**config.mk**
```make
export PLATFORM = sky130hd
export DESIGN_NAME = spi_dq_top
export DESIGN_NICKNAME = d
export VERILOG_FILES = /design/src/rtl/spi_dq_pkg.sv /design/src/rtl/dq_fifo.sv /design/src/rtl/dq_chan.sv /design/src/rtl/spi_dq_top.sv
export SDC_FILE = /design/constraint.sdc
export NUM_CORES = 1
export LEC_CHECK = 0
export BUFFER_PORTS_ARGS = -buffer_cell sky130_fd_sc_hd__buf_2
export CORE_MARGIN = 2
export CORE_UTILIZATION = 60
export CTS_BUF_LIST = sky130_fd_sc_hd__clkbuf_8 sky130_fd_sc_hd__clkbuf_16
export CTS_CLUSTER_DIAMETER = 100
export DETAILED_ROUTE_END_ITERATION = 7
export PLACE_DENSITY_LB_ADDON = 0.25
export SETUP_SLACK_MARGIN = 0.02
export SLEW_MARGIN = 10
export SYNTH_ARGS = -nofsm -noshare
export SYNTH_HDL_FRONTEND = slang
export SYNTH_SLANG_ARGS = --single-unit
```
**constraint.sdc**
```tcl
create_clock -name clk -period 3.7 [get_ports clk]
set_clock_uncertainty 0.05 [all_clocks]
set_input_delay 0.37 -clock clk [delete_from_list [all_inputs] [get_ports clk]]
set_output_delay 0.37 -clock clk [all_outputs]
set_load 0.02 [all_outputs]
```
**src/rtl/spi_dq_pkg.sv**
```systemverilog
package spi_dq_pkg;
    // control word field positions
    localparam int FEN_BIT = 8;
    localparam int DEN_BIT = 9;
    localparam int CLR_BIT = 10;
    localparam int CNT_LSB = 16;

    // register addresses
    localparam logic [1:0] A_RX = 2'd0;
    localparam logic [1:0] A_TX = 2'd1;
    localparam logic [1:0] A_ST = 2'd2;
endpackage

```
**src/rtl/dq_fifo.sv**
```systemverilog
module dq_fifo #(
    parameter int DW    = 8,
    parameter int DEPTH = 32
) (
    input  logic                       clk,
    input  logic                       rst_n,
    input  logic                       flush,
    input  logic                       push,
    input  logic                       pop,
    input  logic [DW-1:0]              wdata,
    output logic [DW-1:0]              rdata,
    output logic [$clog2(DEPTH):0]     count,
    output logic                       full,
    output logic                       empty
);
    localparam int AW = $clog2(DEPTH);
    localparam int CW = AW + 1;

    typedef struct packed {
        logic [AW-1:0] wp;
        logic [AW-1:0] rp;
        logic [CW-1:0] cnt;
    } fifo_st_t;

    fifo_st_t s_q, s_d;
    logic [DW-1:0] mem_q [DEPTH];

    always_comb begin
        s_d = s_q;
        if (flush) begin
            s_d = '0;
        end else begin
            if (push) s_d.wp = s_q.wp + 1'b1;
            if (pop)  s_d.rp = s_q.rp + 1'b1;
            s_d.cnt = s_q.cnt + CW'(push) - CW'(pop);
        end
    end

    always_ff @(posedge clk or negedge rst_n) begin
        if (!rst_n) s_q <= '0;
        else        s_q <= s_d;
    end

    always_ff @(posedge clk) begin
        if (push && !flush) mem_q[s_q.wp] <= wdata;
    end

    assign rdata = mem_q[s_q.rp];
    assign count = s_q.cnt;
    assign full  = (s_q.cnt == CW'(DEPTH));
    assign empty = (s_q.cnt == '0);


    no_overflow_chk: assert property (@(posedge clk) disable iff (!rst_n)
        push |-> !full);

    no_underflow_chk: assert property (@(posedge clk) disable iff (!rst_n)
        pop |-> !empty);

    count_range_chk: assert property (@(posedge clk) disable iff (!rst_n)
        s_q.cnt <= CW'(DEPTH));

    flush_empties_chk: assert property (@(posedge clk) disable iff (!rst_n)
        flush |=> empty);
endmodule

```
**src/rtl/dq_chan.sv**
```systemverilog
module dq_chan #(
    parameter int DEPTH = 32,
    parameter bit IS_TX = 1'b0
) (
    input  logic                         clk,
    input  logic                         rst_n,
    input  logic                         cfg_wr,
    input  logic [$clog2(DEPTH)-1:0]     cfg_thr,
    input  logic                         cfg_fen,
    input  logic                         cfg_den,
    input  logic                         cfg_clr,
    input  logic                         flag_clr,
    input  logic [$clog2(DEPTH):0]       count,
    output logic [$clog2(DEPTH)-1:0]     thr,
    output logic                         fen,
    output logic                         den,
    output logic                         flush,
    output logic                         req,
    output logic                         flag
);
    localparam int TW = $clog2(DEPTH);
    localparam int CW = TW + 1;
    localparam logic [TW-1:0] THR_MAX = TW'(DEPTH - 2);

    typedef struct packed {
        logic [TW-1:0] thr;
        logic          fen;
        logic          den;
        logic          flag;
    } chan_st_t;

    chan_st_t s_q, s_d;
    logic     lvl_ok;
    logic     hit;

    generate
        if (IS_TX) begin : g_tx_cmp
            assign lvl_ok = (count <= CW'(s_q.thr));
        end else begin : g_rx_cmp
            assign lvl_ok = (count > CW'(s_q.thr));
        end
    endgenerate

    assign hit   = s_q.fen & lvl_ok;
    assign flush = cfg_wr & cfg_clr;

    always_comb begin
        s_d = s_q;
        if (cfg_wr) begin
            s_d.thr = (cfg_thr > THR_MAX) ? THR_MAX : cfg_thr;
            s_d.fen = cfg_fen;
            s_d.den = cfg_den;
        end
        if (flush) s_d.flag = 1'b0;
        else       s_d.flag = (s_q.flag & ~flag_clr) | hit;
    end

    always_ff @(posedge clk or negedge rst_n) begin
        if (!rst_n) s_q <= '0;
        else        s_q <= s_d;
    end

    assign thr  = s_q.thr;
    assign fen  = s_q.fen;
    assign den  = s_q.den;
    assign flag = s_q.flag;
    assign req  = s_q.den & hit;


    thr_legal_chk: assert property (@(posedge clk) disable iff (!rst_n)
        s_q.thr <= THR_MAX);

    den_drop_chk: assert property (@(posedge clk) disable iff (!rst_n)
        (cfg_wr && !cfg_den) |=> !req);

    flag_sticky_chk: assert property (@(posedge clk) disable iff (!rst_n)
        (hit && !flush) |=> flag);

    disabled_quiet_chk: assert property (@(posedge clk) disable iff (!rst_n)
        (cfg_wr && !cfg_fen) |=> !req);
endmodule

```
**src/rtl/spi_dq_top.sv**
```systemverilog
module spi_dq_top
    import spi_dq_pkg::*;
#(
    parameter int DW    = 8,
    parameter int DEPTH = 32
) (
    input  logic          clk,
    input  logic          rst_n,
    input  logic          reg_wr,
    input  logic [1:0]    reg_addr,
    input  logic [31:0]   reg_wdata,
    output logic [31:0]   reg_rdata,
    input  logic          rx_in_valid,
    input  logic [DW-1:0] rx_in_data,
    output logic          rx_in_ready,
    output logic          rx_dma_req,
    input  logic          rx_dma_ack,
    output logic [DW-1:0] rx_dma_data,
    output logic          tx_dma_req,
    input  logic          tx_dma_ack,
    input  logic [DW-1:0] tx_dma_data,
    output logic          tx_out_valid,
    output logic [DW-1:0] tx_out_data,
    input  logic          tx_out_ready
);
    localparam int TW = $clog2(DEPTH);
    localparam int CW = TW + 1;

    logic [CW-1:0] rx_cnt, tx_cnt;
    logic          rx_full, rx_empty, tx_full, tx_empty;
    logic [TW-1:0] rx_thr, tx_thr;
    logic          rx_fen, rx_den, tx_fen, tx_den;
    logic          rx_flush, tx_flush, rx_flag, tx_flag;
    logic          rx_push, rx_pop, tx_push, tx_pop;
    logic          rx_cfg_wr, tx_cfg_wr, st_wr;
    logic          unused_wbits;

    assign unused_wbits = ^{reg_wdata[31:CLR_BIT+1], reg_wdata[FEN_BIT-1:TW]};

    assign rx_cfg_wr = reg_wr && (reg_addr == A_RX);
    assign tx_cfg_wr = reg_wr && (reg_addr == A_TX);
    assign st_wr     = reg_wr && (reg_addr == A_ST);

    // receive direction
    assign rx_in_ready = rx_fen & ~rx_full;
    assign rx_push     = rx_in_valid & rx_in_ready;
    assign rx_pop      = rx_dma_ack & rx_dma_req;

    dq_fifo #(.DW(DW), .DEPTH(DEPTH)) u_rx_fifo (
        .clk(clk), .rst_n(rst_n), .flush(rx_flush),
        .push(rx_push), .pop(rx_pop), .wdata(rx_in_data),
        .rdata(rx_dma_data), .count(rx_cnt), .full(rx_full), .empty(rx_empty)
    );

    dq_chan #(.DEPTH(DEPTH), .IS_TX(1'b0)) u_rx_chan (
        .clk(clk), .rst_n(rst_n), .cfg_wr(rx_cfg_wr),
        .cfg_thr(reg_wdata[TW-1:0]), .cfg_fen(reg_wdata[FEN_BIT]),
        .cfg_den(reg_wdata[DEN_BIT]), .cfg_clr(reg_wdata[CLR_BIT]),
        .flag_clr(st_wr & reg_wdata[0]), .count(rx_cnt),
        .thr(rx_thr), .fen(rx_fen), .den(rx_den), .flush(rx_flush),
        .req(rx_dma_req), .flag(rx_flag)
    );

    // transmit direction
    assign tx_out_valid = tx_fen & ~tx_empty;
    assign tx_pop       = tx_out_valid & tx_out_ready;
    assign tx_push      = tx_dma_ack & tx_dma_req;

    dq_fifo #(.DW(DW), .DEPTH(DEPTH)) u_tx_fifo (
        .clk(clk), .rst_n(rst_n), .flush(tx_flush),
        .push(tx_push), .pop(tx_pop), .wdata(tx_dma_data),
        .rdata(tx_out_data), .count(tx_cnt), .full(tx_full), .empty(tx_empty)
    );

    dq_chan #(.DEPTH(DEPTH), .IS_TX(1'b1)) u_tx_chan (
        .clk(clk), .rst_n(rst_n), .cfg_wr(tx_cfg_wr),
        .cfg_thr(reg_wdata[TW-1:0]), .cfg_fen(reg_wdata[FEN_BIT]),
        .cfg_den(reg_wdata[DEN_BIT]), .cfg_clr(reg_wdata[CLR_BIT]),
        .flag_clr(st_wr & reg_wdata[2]), .count(tx_cnt),
        .thr(tx_thr), .fen(tx_fen), .den(tx_den), .flush(tx_flush),
        .req(tx_dma_req), .flag(tx_flag)
    );

    // register read mux
    always_comb begin
        reg_rdata = '0;
        unique case (reg_addr)
            A_RX: begin
                reg_rdata[TW-1:0]      = rx_thr;
                reg_rdata[FEN_BIT]     = rx_fen;
                reg_rdata[DEN_BIT]     = rx_den;
                reg_rdata[CNT_LSB+:CW] = rx_cnt;
            end
            A_TX: begin
                reg_rdata[TW-1:0]      = tx_thr;
                reg_rdata[FEN_BIT]     = tx_fen;
                reg_rdata[DEN_BIT]     = tx_den;
                reg_rdata[CNT_LSB+:CW] = tx_cnt;
            end
            A_ST:    reg_rdata[3:0] = {tx_empty, tx_flag, rx_empty, rx_flag};
            default: reg_rdata = '0;
        endcase
    end


    rx_req_nonempty_chk: assert property (@(posedge clk) disable iff (!rst_n)
        rx_dma_req |-> !rx_empty);

    tx_req_room_chk: assert property (@(posedge clk) disable iff (!rst_n)
        tx_dma_req |-> !tx_full);

    rx_pop_moves_chk: assert property (@(posedge clk) disable iff (!rst_n)
        (rx_pop && !rx_push && !rx_flush) |=> (rx_cnt == $past(rx_cnt) - 1'b1));

    no_clear_keeps_chk: assert property (@(posedge clk) disable iff (!rst_n)
        (rx_cfg_wr && !reg_wdata[CLR_BIT] && !rx_push && !rx_pop) |=> $stable(rx_cnt));
endmodule

```
==> results.md, run 1 <==
* Most used DFF post-synth: edfxtp_1
* Commonest non-fill, non-tap cell in the layout: edfxtp_1
* PD cells at 674 nW/µm²
* Die W at 201 µm
* Final setup violation count at 0
* Warnings from Yosys at 0
* Reg2reg end: u_tx_fifo.count[4]
* CTS clock-pin slew for the worst setup and hold paths at 0.06 ns
* Gate Count Post-Synth at 1361
* Max-slew violation count at 0
* Critical path type: flip-flop to primary output
* PortBufs at 65
* CTS sink cnt at 560
* Sw Ratio at 0.294
* Die ar. at 40600 µm²
* Hold Slack at 0.0944 ns
* Area of the core at 38600 µm²
* Hold path cells at 3
* Cell taking the most area after synthesis: edfxtp_1
* Antenna Violating Nets Remaining at 0
* Number of global-route vias before repair at 12.7k
* TNS Setup at 0 ns
* Area of the multi-input gates at 6170 µm²
* Crit start category: flip-flop
* Number of diodes at 0
* R2r worst-path depth at 14
* CTS tree: yes
* Via Count at 12.6k
* P_int at 0.0126 W
* Pleak at 9.24 nW
* Starting Density at 0.607
* Met3 usage at 0.0303
* First-pass GRT wire length at 73800 µm
* Final Hold Fails at 0
* Max Clk Rate at 0.286 GHz
* Grt ovf at 0
* Reg-to-reg slack, setup at 0.49 ns
* Post-route DRC at 0
* Peak VDD IR at 0.000566 V
* # IOs at 109
* All-layer global routing usage at 0.239
* Met2 usage at 0.409
* Fillers at 2525
* Drt first pass iters at 7
* Drt total wl at 47500 µm
* Crit path DAT at 3.07 ns
* Most area-consuming cells after synthesis: edfxtp_1 (66%), mux4_2 (7.7%), dfrtp_1 (5.1%)
* Critical path fanouts, max at 31
* Gpl congestion at 0.842
* Bufs on Longest Clock Path at 3
* Clk pwr share at 0.314
* Fin crit share at 0.944
* Hold endpoint: u_tx_chan.thr[2]
* Crit path time final at 3.49 ns
* Maximum Capacitance Violations at 0
* R2R Path Start: u_tx_fifo.count[2]
* Most frequent cells in the layout: edfxtp_1 (512), buf_4 (89), mux4_2 (80), mux2i_1 (79), nor2_1 (76)
* Slew @ Worst Pin at 0.853 ns
* Post-DP HPWL at 30400 µm
* Critical Path Source: u_rx_fifo.s_q[6]
* Nature of the critical path endpoint: primary output
* # H-tree levels at 2
* Area after DPL at 24600 µm²
* Initial antenna violation count at 0
* Starting DRT DRC Count at 893
* PostCTS Resize Cnt at 0
* Ratio of cells with drive above 1 in the final layout at 0.237
* Number of synthesized register bits at 560
* Top cell type's share of synthesized area at 0.657
* Post-synth EDFFs at 512
* Die span in y at 201 µm
* Worst Hold Class: input pin to flip-flop
* Register area at 16600 µm²
* Syn_area_per_cell at 17.2 µm²
* Busiest layer in global routing: met2
* Post-placement setup slack at 0.499 ns
* Root Buffer: clkbuf_16
* Met1 Track Usage GR at 0.323
* Pin count of the biggest net entering global routing at 35
* TritonCTS buffer count at 54
* Row Count at 72
* WP data required at 3.28 ns
* Count of cell types in the netlist at 59
* Combinational power share at 0.259
* Sw Pwr at 0.00526 W
* Status: finished clean
* Routed vias/inst at 6.07
* Area delta synth->final at 13.4%
* Normalized max-slew margin at 0.429
* Nets at 1603
* Synth Cell Area at 23400 µm²
* Design area at 26500 µm²
* RSZ-0062 raised after global routing: no
* Share of power burned in registers at 0.426
* FFs w/ async S/R, synth at 0.0857
* Hold Startpoint: reg_wr
* Skew-Pair Late Insertion Delay at 0.59 ns
* Post-synthesis sequential area ratio at 0.709
* Fin worst setup slack at 0.206 ns
* Drt wl/cell at 23.0 µm
-- state kept, by name, indices dropped and copies added (netlist names) --
signal / flops
u_tx_chan.flag: 1
u_tx_chan.thr: 5
u_rx_chan.den: 1
u_rx_fifo.mem_q: 256
u_rx_fifo.count: 6
u_rx_fifo.s_q: 10
u_tx_fifo.s_q: 10
u_tx_fifo.count: 6
u_tx_fifo.mem_q: 256
u_tx_chan.fen: 1
u_rx_chan.fen: 1
u_rx_chan.flag: 1
u_tx_chan.den: 1
u_rx_chan.thr: 5
-- critical path: stages (launching register included) --
cell and delay [ns]:
dfrtp_4 0.75, buf_4 0.31, mux2_2 0.36, o22ai_1 0.24, a221oi_1 0.13, a22oi_1 0.28
nand3_1 0.19, buf_2 0.20
-- cell usage after synthesis (all sizes together) (3+ instances only) --
master  count
mux2i      79
or3         6
xnor2       9
o221ai     11
a21o        3
o21ai      22
o22ai      21
nand3b      8
or3b        6
edfxtp    512
a211o       3
dfrtp      48
mux4       80
xor2        8
ha         37
nand3      22
mux2       35
nand4       6
a22oi      29
or2         4
inv        38
nor4       35
a221oi      8
and2        3
a22o        8
a21oi      25
a211oi     20
buf        71
nor3        6
a31oi       7
nor2       76
nand2      49
clkbuf     22
nor3b       3
nor2b      17
and3        4
-- power by group through the flow --
stage | combinational, W | clock [W] | sequential, W
after floorplan | 0.00370 | 0 | 0.00740
after global placement | 0.00452 | 0 | 0.00775
after detailed placement | 0.00463 | 0 | 0.00775
after CTS | 0.00467 | 0.00570 | 0.00762
after global routing | 0.00501 | 0.00594 | 0.00767
final | 0.00463 | 0.00562 | 0.00762
-- metal layers --
layer  routed length [µm]  part of all wire
met4                 1160             0.024
met5                    0                 0
met1                19400              0.41
met3                 2450             0.052
met2                24500              0.52
-- kinds of logic after synthesis --
group / after synthesis / share of synthesized area
flip-flops: 560 / 0.709
AND/OR/NAND/NOR: 253 / 0.0562
multiplexers: 194 / 0.128
AO/OA/AOI/OAI: 166 / 0.0488
buffers and inverters: 131 / 0.0307
adder cells (fa/ha/maj): 39 / 0.0215
XOR/XNOR: 17 / 0.00637
other: 1 / 0.000160
-- through the flow --
step                       util  total power, W  cells
after CTS                 0.688          0.0180   2070
final                     0.688          0.0179   2070
after detailed placement  0.638          0.0124   1961
after global placement    0.638          0.0123   1961
after global routing      0.688          0.0186   2070
after floorplan               -          0.0111   1379
-- worst max path at each step --
stage	to	slack (ns)	cells past startpoint
2_1_floorplan	u_tx_fifo.mem_q[0][0]	0.71	7
3_3_place_gp	u_tx_fifo.count[4]	0.55	14
3_5_place_dp	u_tx_fifo.count[4]	0.50	14
4_1_cts	tx_out_data[1]	0.16	5
5_1_grt	tx_out_data[0]	0.06	7
6_report	rx_dma_data[0]	0.21	7
-- what timing repair did --
| action | in CTS | in global routing |
|---|---|---|
| setup endpoints to repair | 0 | 0 |
| hold endpoints to repair | 43 | 0 |
| setup buffers | 0 | 0 |
| hold buffers | 8 | 0 |
-- final cells by class --
| cell class | instances | area share |
|---|---|---|
| inverters | 38 | 0.00538 |
| clock buffers | 59 | 0.0548 |
| repair buffers | 165 | 0.0428 |
| flip-flops and latches | 560 | 0.625 |
| multi-input cells | 688 | 0.233 |
| clock inverters | 42 | 0.0145 |
| well taps | 518 | 0.0244 |
(Power assumes the default switching activity.)
==> inputs of run 2 (changes only) <==
--- a/config.mk
+++ b/config.mk
@@ -16,4 +16,5 @@
 export SLEW_MARGIN = 10
 export SYNTH_ARGS = -nofsm -noshare
 export SYNTH_HDL_FRONTEND = slang
+export SYNTH_HIERARCHICAL = 1
 export SYNTH_SLANG_ARGS = --single-unit
==> results.md, run 2 <==
* TNS Setup at 0 ns (unchanged)
* CTS tree: yes (unchanged)
* Area delta synth->final at 12.5% (was 13.4%)
* CTS clock-pin slew for the worst setup and hold paths at 0.06 ns (about the same)
* Largest regs: u_rx_fifo/mem_q (256), u_tx_fifo/mem_q (256) (was u_rx_fifo.mem_q (256), u_tx_fifo.mem_q (256))
* All-layer global routing usage at 0.242 (was 0.239)
* Antenna Violating Nets Remaining at 0 (unchanged)
* Warnings from Yosys at 6 (was 0)
* Gpl congestion at 0.812 (was 0.842)
* CTS sink cnt at 560 (unchanged)
* Syn_area_per_cell at 17.9 µm² (was 17.2 µm²)
* Final setup violation count at 0 (unchanged)
* Die ar. at 40200 µm² (was 40600 µm²)
* Root Buffer: clkbuf_16 (unchanged)
* Peak VDD IR at 0.000577 V (was 0.000566 V)
* Drt total wl at 47700 µm (was 47500 µm)
* Area after DPL at 24300 µm² (was 24600 µm²)
* CP peak stage delay at 0.73 ns (was 0.75 ns)
* # H-tree levels at 2 (unchanged)
* Row Count at 71 (was 72)
* Synth Cell Area at 23200 µm² (was 23400 µm²)
* Register area at 16600 µm² (about the same)
* Post-placement setup slack at 0.341 ns (was 0.499 ns)
* Normalized max-slew margin at 0.411 (was 0.429)
* WP data required at 3.28 ns (about the same)
* PortBufs at 65 (unchanged)
* Fin worst setup slack at 0.168 ns (was 0.206 ns)
* Gate Count Post-Synth at 1296 (was 1361)
* PD cells at 664 nW/µm² (was 674 nW/µm²)
* Fillers at 2472 (was 2525)
* TritonCTS buffer count at 55 (was 54)
* Top Family by Delay on Critical Path: compound AO/OA/AOI/OAI gates (was flip-flops)
* Max-slew violation count at 0 (unchanged)
* Nature of the critical path endpoint: primary output (unchanged)
* Drt wl/cell at 23.9 µm (was 23.0 µm)
* Fin crit share at 0.955 (was 0.944)
* Critical path fanouts, max at 23 (was 31)
* Crit start category: flip-flop (unchanged)
* Initial antenna violation count at 0 (unchanged)
* Nets at 1539 (was 1603)
* Grt ovf at 0 (unchanged)
* Pin count of the biggest net entering global routing at 39 (was 35)
* Post-route DRC at 0 (unchanged)
* RSZ-0062 raised after global routing: no (unchanged)
* Power Total at 0.0173 W (was 0.0179 W)
* Max Clk Rate at 0.283 GHz (was 0.286 GHz)
* Bufs on Longest Clock Path at 3 (unchanged)
* Number of diodes at 0 (unchanged)
* Area of the multi-input gates at 5880 µm² (was 6170 µm²)
* Routed vias/inst at 6.14 (was 6.07)
* Status: finished clean (unchanged)
* First-pass GRT wire length at 72500 µm (was 73800 µm)
* Critical path type: flip-flop to primary output (unchanged)
* Design area at 26100 µm² (was 26500 µm²)
* Drt first pass iters at 5 (was 7)
* Skew-Pair Late Insertion Delay at 0.60 ns (was 0.59 ns)
* CP Cell Sequence: buf_4, mux4_2, a2111oi_1, a21oi_1, buf_2 (was buf_4, mux2_2, o22ai_1, a221oi_1, a22oi_1, nand3_1, buf_2)
* Worst Hold Class: input pin to flip-flop (unchanged)
* Slew @ Worst Pin at 0.884 ns (was 0.853 ns)
* Post-DP HPWL at 29400 µm (was 30400 µm)
* Starting DRT DRC Count at 1154 (was 893)
* Most frequent cells in the layout: edfxtp_1 (512), nor2_1 (109), mux4_2 (100), buf_4 (93), mux2i_1 (77) (was edfxtp_1 (512), buf_4 (89), mux4_2 (80), mux2i_1 (79), nor2_1 (76))
* Number of global-route vias before repair at 12.3k (was 12.7k)
* Worst path slowest cell: dfrtp_4 (unchanged)
* Finished Core Util at 0.689 (was 0.688)
* Commonest non-fill, non-tap cell in the layout: edfxtp_1 (unchanged)
* Area of the core at 37800 µm² (was 38600 µm²)
* Ratio of cells with drive above 1 in the final layout at 0.240 (was 0.237)
* Crit path DAT at 3.11 ns (was 3.07 ns)
* Via Count at 12.3k (was 12.6k)
* Die W at 200 µm (was 201 µm)
* Maximum Capacitance Violations at 0 (unchanged)
* Final Hold Fails at 0 (unchanged)
* Pleak at 9.03 nW (was 9.24 nW)
* Starting Density at 0.612 (was 0.607)
* # IOs at 109 (unchanged)
* Die span in y at 200 µm (was 201 µm)
* Crit path time final at 3.53 ns (was 3.49 ns)
* Reg-to-reg slack, setup at 0.25 ns (was 0.49 ns)
* Bufs and invs on worst path at 2 (unchanged)
==> run 2: cell types whose count changed in the layout (fill, tap and decap cells not counted), moves of 11 or more <==
cell and change:
mux2_2 -32, nor2_1 +33, nor4_1 -31, nand3_1 -11, mux4_2 +20, a22oi_1 -13, a211oi_1 -18, nand2_1 -17
a21oi_1 +13
==> run 2: layout make-up <==
type / instances / area share
flip-flops and latches: 560 / 0.637
multi-input cells: 619 / 0.225
clock buffers: 59 / 0.0554
repair buffers: 169 / 0.0446
well taps: 511 / 0.0245
clock inverters: 41 / 0.00797
inverters: 38 / 0.00547
==> run 2: power breakdown <==
group	internal (W)	switching [W]
clock	0.00280	0.00228
combinational	0.00214	0.00248
sequential	0.00716	0.000448
total	0.0121	0.00520
==> run 2: tightest hold or removal path, delay by kind of cell <==
| family | cells | cell delay [ns] |
|---|---|---|
| AOI/OAI and AO/OA | 1 | 0.18 |
| buffers and inverters | 1 | 0.10 |
| and+or+nand+nor | 1 | 0.08 |
==> run 2: repair_timing <==
| action | CTS | global route |
|---|---|---|
| pin swaps | 0 | 0 |
| hold buffers | 8 | 0 |
| hold endpoints to repair | 49 | 0 |
| setup endpoints to repair | 2 | 3 |
| gates cloned | 0 | 0 |
| gates resized for setup | 1 | 2 |
| setup buffers | 1 | 0 |
==> run 2: metal layers <==
layer | vias up | part of all wire | wire, µm | global-route usage
li1 | 5382 | - | - | -
met1 | 6299 | 0.40 | 19200 | 0.347
met2 | 496 | 0.50 | 23600 | 0.389
met3 | 75 | 0.079 | 3760 | 0.0424
met4 | 0 | 0.024 | 1130 | 0.0683
met5 | - | 0 | 0 | 0
==> run 2: worst paths after layout <==
kind / start / to / cells past startpoint
min in group asynchronous: rst_n / u_rx_fifo/count[3] / 2
max reg2reg: u_tx_fifo/count[1] / u_tx_fifo/mem_q[2][0] / 10
max: u_rx_fifo/s_q[6] / rx_dma_data[0] / 5
max in group asynchronous: rst_n / u_rx_fifo/s_q[6] / 3
min: reg_wdata[10] / u_rx_chan/flag / 3
min reg2reg: u_rx_chan/thr[0] / u_rx_chan/thr[0] / 2
==> run 2: metrics by stage <==
step	hold slack [ns]	cells
6_report	0.115	1997
2_1_floorplan	0.0244	1314
5_1_grt	0.108	1997
3_3_place_gp	0.474	1888
4_1_cts	0.0873	1997
3_5_place_dp	0.476	1888
==> inputs of run 3 (changes only) <==
--- a/config.mk
+++ b/config.mk
@@ -11,6 +11,7 @@
 export CTS_BUF_LIST = sky130_fd_sc_hd__clkbuf_8 sky130_fd_sc_hd__clkbuf_16
 export CTS_CLUSTER_DIAMETER = 100
 export DETAILED_ROUTE_END_ITERATION = 7
+export GPL_TIMING_DRIVEN = 0
 export PLACE_DENSITY_LB_ADDON = 0.25
 export SETUP_SLACK_MARGIN = 0.02
 export SLEW_MARGIN = 10
==> results.md, run 3 (same netlist as run 2, synthesis figures left out) <==
* Crit start category: flip-flop (unchanged)
* Drt first pass iters at 7 (was 5)
* First-pass GRT wire length at 74900 µm (was 72500 µm)
* Max-slew violation count at 0 (unchanged)
* Skew-Pair Late Insertion Delay at 0.60 ns (about the same)
* Crit path DAT at 3.81 ns (was 3.11 ns)
* Design area at 26300 µm² (was 26100 µm²)
* Most frequent cells in the layout: edfxtp_1 (512), mux4_2 (100), mux2i_1 (77), nor2_1 (77), buf_2 (73) (was edfxtp_1 (512), nor2_1 (109), mux4_2 (100), buf_4 (93), mux2i_1 (77))
* Area of the core at 37800 µm² (unchanged)
* Max Clk Rate at 0.278 GHz (was 0.283 GHz)
* CTS clock-pin slew for the worst setup and hold paths at 0.06 ns (about the same)
* Fillers at 2457 (was 2472)
* Row Count at 71 (unchanged)
* Final setup violation count at 0 (unchanged)
* Peak VDD IR at 0.000416 V (was 0.000577 V)
* Largest regs: u_rx_fifo/mem_q (256), u_tx_fifo/mem_q (256) (unchanged)
* Number of global-route vias before repair at 12.5k (was 12.3k)
* PD cells at 675 nW/µm² (was 664 nW/µm²)
* Ratio of cells with drive above 1 in the final layout at 0.244 (was 0.240)
* Normalized max-slew margin at 0.376 (was 0.411)
* Commonest non-fill, non-tap cell in the layout: edfxtp_1 (unchanged)
* WP data required at 3.91 ns (was 3.28 ns)
* Die W at 200 µm (unchanged)
* Maximum Capacitance Violations at 0 (unchanged)
* Fin crit share at 0.972 (was 0.955)
* Starting DRT DRC Count at 1055 (was 1154)
* Via Count at 12.3k (about the same)
* Worst Hold Class: input pin to flip-flop (unchanged)
* Die span in y at 200 µm (unchanged)
* Critical path type: flip-flop to flip-flop (was flip-flop to primary output)
* # IOs at 109 (unchanged)
* Routed vias/inst at 6.17 (was 6.14)
* All-layer global routing usage at 0.250 (was 0.242)
* Power Total at 0.0178 W (was 0.0173 W)
* Crit path time final at 3.60 ns (was 3.53 ns)
* Nets at 1544 (was 1539)
* Post-route DRC at 0 (unchanged)
* Starting Density at 0.612 (unchanged)
* Bufs on Longest Clock Path at 3 (unchanged)
* Initial antenna violation count at 0 (unchanged)
* Reg2reg end: u_tx_fifo/mem_q[7][4] (was u_tx_fifo/mem_q[2][0])
* Area after DPL at 24200 µm² (was 24300 µm²)
* Number of diodes at 0 (unchanged)
* R2r worst-path depth at 11 (was 10)
* Final Hold Fails at 0 (unchanged)
* Antenna Violating Nets Remaining at 0 (unchanged)
* CTS tree: yes (unchanged)
* Drt total wl at 49700 µm (was 47700 µm)
* Nature of the critical path endpoint: flip-flop (was primary output)
* Critical path fanouts, max at 8 (was 23)
* Pin count of the biggest net entering global routing at 49 (was 39)
* Final cell count without fillers at 1996 (was 1997)
* Slew @ Worst Pin at 0.932 ns (was 0.884 ns)
* Status: finished clean (unchanged)
* Post-DP HPWL at 31200 µm (was 29400 µm)
* Reg-to-reg slack, setup at 0.10 ns (was 0.25 ns)
* R2R Path Start: u_tx_fifo/count[1] (unchanged)
* TNS Setup at 0 ns (unchanged)
* Gpl congestion at 0.834 (was 0.812)
* PortBufs at 63 (was 65)
* RSZ-0062 raised after global routing: yes (was no)
* Hold Slack at 0.118 ns (was 0.115 ns)
* Hold Startpoint: reg_wdata[10] (unchanged)
* Hold endpoint: u_rx_chan/flag (unchanged)
* Die ar. at 40200 µm² (unchanged)
* Area delta synth->final at 13.8% (was 12.5%)
* Pleak at 8.95 nW (was 9.03 nW)
* Root Buffer: clkbuf_16 (unchanged)
* Drt wl/cell at 24.9 µm (was 23.9 µm)
* Grt ovf at 0 (unchanged)
* TritonCTS buffer count at 54 (was 55)
* # H-tree levels at 2 (unchanged)
* CTS sink cnt at 560 (unchanged)
* Cells after DPL at 1888 (unchanged)
* Hold path cells at 3 (unchanged)
-- run 3: repair_timing --
action	CTS	global route
resized for setup	22	56
endpoints found under the hold margin	61	0
setup buffers	0	7
pin swaps	0	7
endpoints found under the setup margin	256	261
hold buffers	8	0
-- run 3: critical path, cell delays in order (launching register included) --
cell and delay [ns]:
dfrtp_1 0.44, buf_4 0.16, ha_1 0.29, nor2b_1 0.13, o21ai_0 0.14, a31oi_1 0.17
nor2_1 0.15, and2_1 0.24, clkbuf_1 0.30, nor2b_2 0.39, nand2_2 0.39, nor2_4 0.42
-- run 3: final cells by class --
class / count / area, µm² / share of cell area
tap: 511 / 639 / 0.0243
sequential: 560 / 16600 / 0.629
multi-input combinational: 619 / 6150 / 0.234
clock buffer: 58 / 1420 / 0.0538
buffer: 97 / 632 / 0.0240
clock inverter: 35 / 268 / 0.0102
timing repair buffer: 78 / 513 / 0.0195
inverter: 38 / 143 / 0.00541
-- run 3: worst max-delay path by stage --
stage | from | to | slack, ns | depth (start not counted)
after floorplan | u_rx_fifo/count[4] | u_rx_fifo/count[4] | 0.47 | 16
after global placement | u_tx_fifo/count[1] | u_tx_fifo/mem_q[24][4] | -0.09 | 11
after detailed placement | u_tx_fifo/count[3] | u_tx_fifo/mem_q[26][0] | -0.22 | 11
after CTS | u_tx_fifo/count[3] | u_tx_fifo/mem_q[19][0] | -0.21 | 11
after global routing | u_tx_fifo/count[3] | u_tx_fifo/mem_q[25][0] | -0.13 | 11
final | u_tx_fifo/count[1] | u_tx_fifo/mem_q[7][4] | 0.10 | 11
-- run 3: power by group --
part | internal, W | total (W) | switching, W
Clock | 0.00296 | 0.00526 | 0.00230
Combinational | 0.00228 | 0.00520 | 0.00292
Sequential | 0.00715 | 0.00732 | 0.000163
-- run 3: metal layers --
metal / GRT usage / up-vias / share of wire
li1: - / 5382 / -
met1: 0.355 / 6306 / 0.40
met2: 0.402 / 529 / 0.49
met3: 0.0474 / 102 / 0.080
met4: 0.0709 / 0 / 0.024
met5: 0 / - / 0
-- run 3: stage by stage --
stage,util,worst slack [ns]
after floorplan,-,0.473
after global placement,0.639,-0.0910
after detailed placement,0.639,-0.223
after CTS,0.687,-0.214
after global routing,0.696,-0.129
final,0.696,0.102
